<file path="src/rtl/iq_cap_pkg.sv">
package iq_cap_pkg;
   localparam int DEF_WORD_W = 12;

   // what the assembler does with the pair presented this cycle
   typedef enum logic [2:0] {
      ACT_IDLE  = 3'd0,
      ACT_LOAD  = 3'd1,   // dual: store first I/Q pair
      ACT_EMIT1 = 3'd2,   // single: complete sample
      ACT_EMIT2 = 3'd3,   // dual: second pair completes sample
      ACT_DROP  = 3'd4    // dual: discard partial sample
   } pair_act_t;
endpackage

</file>
<file path="src/rtl/iq_ddr_capture.sv">
module iq_ddr_capture #(
   parameter int WORD_W = iq_cap_pkg::DEF_WORD_W
) (
   input  logic              clk,
   input  logic [WORD_W-1:0] din,
   input  logic              fin,
   output logic [WORD_W-1:0] pair_hi,
   output logic [WORD_W-1:0] pair_lo,
   output logic              pfr_hi,
   output logic              pfr_lo
);
   localparam int LANE_W = WORD_W + 1;

   logic [LANE_W-1:0] rise_q;
   logic [LANE_W-1:0] fall_q;

   if (WORD_W < 2) begin : g_bad_width
      $error("iq_ddr_capture: WORD_W must be at least 2");
   end

   // falling-edge half of the word pair
   always_ff @(negedge clk) begin
      fall_q <= {fin, din};
   end

   // rising-edge half; pair is formed one edge later so both halves are settled
   always_ff @(posedge clk) begin
      rise_q  <= {fin, din};
      pair_hi <= rise_q[WORD_W-1:0];
      pfr_hi  <= rise_q[WORD_W];
      pair_lo <= fall_q[WORD_W-1:0];
      pfr_lo  <= fall_q[WORD_W];
   end
endmodule

</file>
<file path="src/rtl/iq_pair_decoder.sv">
module iq_pair_decoder
   import iq_cap_pkg::*;
(
   input  logic      dual,
   input  logic      fr_hi,
   input  logic      fr_lo,
   input  logic      prev_fr,
   input  logic      have_first,
   output pair_act_t act
);
   logic rise_edge;
   assign rise_edge = fr_hi && !prev_fr;

   always_comb begin
      act = ACT_IDLE;
      if (dual) begin
         if (fr_hi && fr_lo && rise_edge)
            act = ACT_LOAD;                               // first pair
         else if (!fr_hi && !fr_lo)
            act = have_first ? ACT_EMIT2 : ACT_IDLE;
         else
            act = ACT_DROP;
      end else begin
         if (rise_edge && !fr_lo)
            act = ACT_EMIT1;
      end
   end
endmodule

</file>
<file path="src/rtl/iq_sample_assembler.sv">
module iq_sample_assembler
   import iq_cap_pkg::*;
#(
   parameter int WORD_W      = DEF_WORD_W,
   parameter bit ZERO_UNUSED = 1'b1
) (
   input  logic              clk,
   input  logic              rst,
   input  logic              dual,
   input  logic [WORD_W-1:0] pair_hi,
   input  logic [WORD_W-1:0] pair_lo,
   input  logic              pfr_hi,
   input  logic              pfr_lo,
   output logic              stb,
   output logic [WORD_W-1:0] i0,
   output logic [WORD_W-1:0] q0,
   output logic [WORD_W-1:0] i1,
   output logic [WORD_W-1:0] q1
);
   localparam int BUNDLE_W = 4 * WORD_W;

   pair_act_t         act;
   logic              prev_fr;
   logic              have_first;
   logic [WORD_W-1:0] keep_i;
   logic [WORD_W-1:0] keep_q;
   logic [WORD_W-1:0] single_i1;
   logic [WORD_W-1:0] single_q1;

   iq_pair_decoder u_dec (
      .dual      (dual),
      .fr_hi     (pfr_hi),
      .fr_lo     (pfr_lo),
      .prev_fr   (prev_fr),
      .have_first(have_first),
      .act       (act)
   );

   // variant choice for the unused channel in single-channel mode
   if (ZERO_UNUSED) begin : g_zero_upper
      assign single_i1 = '0;
      assign single_q1 = '0;
   end else begin : g_hold_upper
      assign single_i1 = i1;
      assign single_q1 = q1;
   end

   always_ff @(posedge clk) begin
      if (rst) begin
         prev_fr    <= 1'b1;          // assume marker high before reset
         have_first <= 1'b0;
         stb        <= 1'b0;
         i0 <= '0; q0 <= '0; i1 <= '0; q1 <= '0;
         keep_i <= '0; keep_q <= '0;
      end else begin
         prev_fr <= pfr_lo;
         stb     <= 1'b0;
         unique case (act)
            ACT_LOAD: begin
               have_first <= 1'b1;
               keep_i     <= pair_hi;
               keep_q     <= pair_lo;
            end
            ACT_EMIT2: begin          // all four words in one edge
               stb <= 1'b1;
               i0 <= keep_i; q0 <= keep_q; i1 <= pair_hi; q1 <= pair_lo;
               have_first <= 1'b0;
            end
            ACT_EMIT1: begin
               stb <= 1'b1;
               i0 <= pair_hi; q0 <= pair_lo; i1 <= single_i1; q1 <= single_q1;
               have_first <= 1'b0;
            end
            ACT_DROP: have_first <= 1'b0;
            default:  if (!dual) have_first <= 1'b0;
         endcase
      end
   end

   logic [BUNDLE_W-1:0] bundle;
   assign bundle = {i0, q0, i1, q1};

   p_reset_quiet_r9: assert property (@(posedge clk) disable iff (rst)
      $past(rst) |-> (!stb && bundle == '0));

   p_words_hold_r8: assert property (@(posedge clk) disable iff (rst)
      (!stb && !$past(rst)) |-> $stable(bundle));

   p_dual_spacing_r4: assert property (@(posedge clk) disable iff (rst)
      (stb && dual) |=> !stb);

   if (ZERO_UNUSED) begin : g_chk_zero
      p_single_upper_zero_r2: assert property (@(posedge clk) disable iff (rst)
         (stb && !dual) |-> (i1 == '0 && q1 == '0));
   end
endmodule

</file>
<file path="src/rtl/iq_ddr_deinterleaver.sv">
module iq_ddr_deinterleaver
   import iq_cap_pkg::*;
#(
   parameter int WORD_W      = DEF_WORD_W,
   parameter bit ZERO_UNUSED = 1'b1
) (
   input  logic              clk,
   input  logic              rst,
   input  logic              dual_mode,
   input  logic [WORD_W-1:0] rx_word,
   input  logic              rx_frame,
   output logic              out_clk,
   output logic              out_stb,
   output logic [WORD_W-1:0] out_i0,
   output logic [WORD_W-1:0] out_q0,
   output logic [WORD_W-1:0] out_i1,
   output logic [WORD_W-1:0] out_q1
);
   logic [WORD_W-1:0] pair_hi;
   logic [WORD_W-1:0] pair_lo;
   logic              pfr_hi;
   logic              pfr_lo;

   assign out_clk = clk;

   iq_ddr_capture #(.WORD_W(WORD_W)) u_cap (
      .clk    (clk),
      .din    (rx_word),
      .fin    (rx_frame),
      .pair_hi(pair_hi),
      .pair_lo(pair_lo),
      .pfr_hi (pfr_hi),
      .pfr_lo (pfr_lo)
   );

   iq_sample_assembler #(.WORD_W(WORD_W), .ZERO_UNUSED(ZERO_UNUSED)) u_asm (
      .clk    (clk),
      .rst    (rst),
      .dual   (dual_mode),
      .pair_hi(pair_hi),
      .pair_lo(pair_lo),
      .pfr_hi (pfr_hi),
      .pfr_lo (pfr_lo),
      .stb    (out_stb),
      .i0     (out_i0),
      .q0     (out_q0),
      .i1     (out_i1),
      .q1     (out_q1)
   );
endmodule

</file>
<file path="config.mk">
export PLATFORM = sky130hd
export DESIGN_NAME = iq_ddr_deinterleaver
export DESIGN_NICKNAME = d
export VERILOG_FILES = /design/src/rtl/iq_cap_pkg.sv /design/src/rtl/iq_ddr_capture.sv /design/src/rtl/iq_pair_decoder.sv /design/src/rtl/iq_sample_assembler.sv /design/src/rtl/iq_ddr_deinterleaver.sv
export SDC_FILE = /design/constraint.sdc
export NUM_CORES = 1
export LEC_CHECK = 0
export ABC_AREA = 0
export BUFFER_PORTS_ARGS = -buffer_cell sky130_fd_sc_hd__buf_2
export CAP_MARGIN = 20
export CORE_MARGIN = 2
export CORE_UTILIZATION = 57
export CTS_CLUSTER_SIZE = 30
export DETAILED_ROUTE_END_ITERATION = 6
export PLACE_DENSITY = 0.9
export REMOVE_ABC_BUFFERS = 1
export SYNTH_ARGS = -nofsm -noshare
export SYNTH_HDL_FRONTEND = slang
export SYNTH_SLANG_ARGS = --single-unit
</file>
<file path="constraint.sdc">
create_clock -name clk -period 2.7 [get_ports clk]
set_input_delay 0.405 -clock clk [delete_from_list [all_inputs] [get_ports clk]]
set_output_delay 0.405 -clock clk [all_outputs]
set_load 0.02 [all_outputs]
</file>
---- Word-level counts from Yosys, hierarchy flattened ----
Cells that the tools add are included.
word-level totals
  bits in registers ....................... 127
  output and inout bits ................... 50
cells by class
  equality and inequality tests ........... 5
  reduce and logical (&&, ||, !) cells .... 11
  muxes and demuxes ....................... 12
operators with widths
  cell                number
  $pmux 12 s2         4
  $mux 3              3
  $eq 3x2->1 const B  2
  $logic_and 1x1->1   5
  $mux 2              2
  $eq 3x1->1 const B  1
  $eq 3x3->1 const B  1
  $logic_not 1->1     3
  $ne 3x2->1 const B  1
  $reduce_or 3->1     1
  $mux 1              2
  $pmux 1 s2          1
  $reduce_bool 2->1   1
  $reduce_or 2->1     1

---- Longest topological paths before layout ----
  depth after elaboration ................. 8
  gate-level depth with buffers ........... 5
  depth with buffers taken out ............ 3

---- Cells and area by module ----
Synthesis repeated with hierarchy kept, for this count alone.
second synthesis, totals
  cell total of the unflattened synthesis .. 393
  area, all modules ....................... 3991.3 sq um
modules (own cells, without submodules)
  module                area each (sq um)  cells an instance  sequential area each (sq um)  times used
  iq_sample_assembler   2877.8             331                1501.4                        1
  iq_ddr_capture        1044.8             53                 1041.0                        1
  iq_pair_decoder       61.3               8                  0.0                           1
  iq_ddr_deinterleaver  7.5                1                  0.0                           1

==> impl_metrics.tcl <==
set metrics [dict create \
    synthCells 412 \
    crit_top_cell "clkbuf_8" \
    worst_ir_drop_vdd_uv 577 \
    worstHoldPathType "register to register" \
    worst-path-max-fanout 2 \
    grt_antenna_before_repair 0 \
    place_congestion 0.771 \
    grt-ovfl-total 0 \
    cts_tree "done" \
    skew_ps 13.2 \
    crit_family "buffers and inverters" \
    clk_latency_ps 630 \
    layout_common_cells "127 x dfxtp_1, 99 x nand2_1, 65 x buf_2" \
    grt_max_degree 50 \
    antenna_cells 0 \
    num-nets-final 517 \
    die-area_um2 7770 \
    hpwlAfterDp_um 5290 \
    clk_pin_slew_ps 60 \
    crit_path_end_kind "output pin" \
    yosys_warnings 0 \
    core_area_um2 6830 \
    tns_ps 0 \
    grt_pass1_wl_um 14900 \
    io_pins 66 \
    worst-path-buf-inv 3 \
    ant_nets 0 \
    place.port_buffers 65 \
    worst_pin_slew_ps 968 \
    track_usage_pct 25.9 \
    power.leakage_nw 2.13 \
    setup_viol 0 \
    routedWlPerCell_um 15.5 \
    postCtsHoldBufs 13 \
    cp.required_ps 2300 \
    critPathKind "clock port to output pin" \
    critPathSlowestCell "buf_2" \
    post-cts-setup-buffers 0 \
    die_h_um 88.1 \
    crit_path_max_incr_delay_ps 150 \
    row_count 30 \
    die_w_um 88.1 \
    path_cells "clkbuf_8 > clkbuf_8 > buf_2" \
    slew_headroom_pct 35.5 \
    start_util_pct 59.0 \
    mostFrequentLayoutCell "dfxtp_1" \
    synth.yosys.seq_area_share_pct 63.0 \
    p_per_area_nw_per_um2 886 \
    syn2layout_area_growth_pct 29.7 \
    syn_area_um2 4030 \
    vias 3328 \
    firstDrtPassIters 7 \
    grt_pass1_vias 3225 \
    ys_seq_elements 127 \
    drive_gt1_share_pct 25.7 \
    synth.distinct_cells 25 \
    routed_wl_um 9480 \
    worstSetupStartpointType "clock port" \
    drt_iter0_drc 185 \
    syn_avg_cell_area_um2 9.79 \
    cts.repair.resized 0 \
    avgViaCountPerCell 5.46 \
    drv_slew 0 \
    max_cap_viol_count 0 \
    cp.arrival_ps 1720 \
    drc 0 \
    status "completed" \
    holdWs_ps 327 \
    rsz0062_at_grt "false" \
    hold_viol 0 \
]
worst paths after layout:
path | to | slack, ps | cells past startpoint | start
setup / recovery | out_clk | 570 | 3 | clk
hold / removal | u_cap.pfr_hi | 330 | 0 | u_cap.rise_q[12]
hold reg to reg | u_cap.pfr_hi | 330 | 0 | u_cap.rise_q[12]
setup reg to reg | u_asm.i0[6] | 840 | 4 | u_cap.pfr_lo
metrics by stage:
stage | util (%) | total power [W] | instances | cell area [um2] | setup WS, ps
2_1_floorplan | - | 0.00207 | 378 | 3860 | 549
3_3_place_gp | 64.5 | 0.00217 | 550 | 4410 | 733
3_5_place_dp | 64.5 | 0.00217 | 550 | 4410 | 721
4_1_cts | 76.6 | 0.00464 | 610 | 5230 | 566
5_1_grt | 76.6 | 0.00477 | 610 | 5230 | 568
6_report | 76.6 | 0.00463 | 610 | 5230 | 572
synth_stat cells (all sizes together):
cell type | count | area share [%]
and4bb | 1 | 0.31
buf | 18 | 2.8
nor3 | 23 | 2.9
nand3 | 24 | 3.0
nand2 | 99 | 9.2
nor4b | 1 | 0.59
a211oi | 22 | 6.0
and4b | 1 | 0.25
nand4bb | 1 | 0.28
or4b | 1 | 0.25
a21oi | 49 | 6.1
clkbuf | 16 | 1.5
o21ai | 22 | 2.7
inv | 1 | 0.093
nand4b | 1 | 0.22
a311oi | 2 | 0.59
nor2 | 2 | 0.19
or2 | 1 | 0.16
dfxtp | 127 | 63
cells by family (layout without fill, tap and decap cells):
logic type	after synthesis	in the layout	share of synthesized area, %
flops	127	127	63.0
buf+inv	35	137	4.34
compound gates	95	95	15.4
simple gates	155	155	17.3
metal layers:
| metal | share of wire [%] | vias up | track usage (%) |
|---|---|---|---|
| li1 | - | 1583 | - |
| met1 | 41 | 1615 | 29.7 |
| met2 | 52 | 114 | 43.7 |
| met3 | 5.3 | 16 | 9.33 |
| met4 | 1.6 | 0 | 11.4 |
| met5 | 0 | - | 0 |
worst register-to-register path, cell delays in order, from the launching register on:
cell      delay [ps]
dfxtp_1          380
and4bb_2         750
buf_4            320
nor3_1            90
a211oi_2         220
registers in the layout (all words and copies together), names as in the netlist:
register,flops
u_asm.keep_q,12
u_asm.stb,1
u_asm.prev_fr,1
u_cap.rise_q,13
u_asm.i1,12
u_asm.q1,12
u_asm.q0,12
u_cap.pair_lo,12
u_cap.pfr_lo,1
u_cap.fall_q,13
u_asm.i0,12
u_cap.pfr_hi,1
u_cap.pair_hi,12
u_asm.keep_i,12
u_asm.have_first,1
layout make-up:
class | count | area (um2)
flip-flops and latches | 127 | 2540
fillers | 472 | 1600
multi-input cells | 250 | 1320
repair buffers | 88 | 546
clock buffers | 21 | 460
clock inverters | 28 | 243
well taps | 96 | 120
report_power, final:
part,internal (W),leakage (nW),switching [W]
clock,0.00162,0.396,0.000923
sequential,0.00193,1.04,0.0000321
combinational,0.0000510,0.691,0.0000716
No activity file was read; power rests on OpenSTA's default activity.
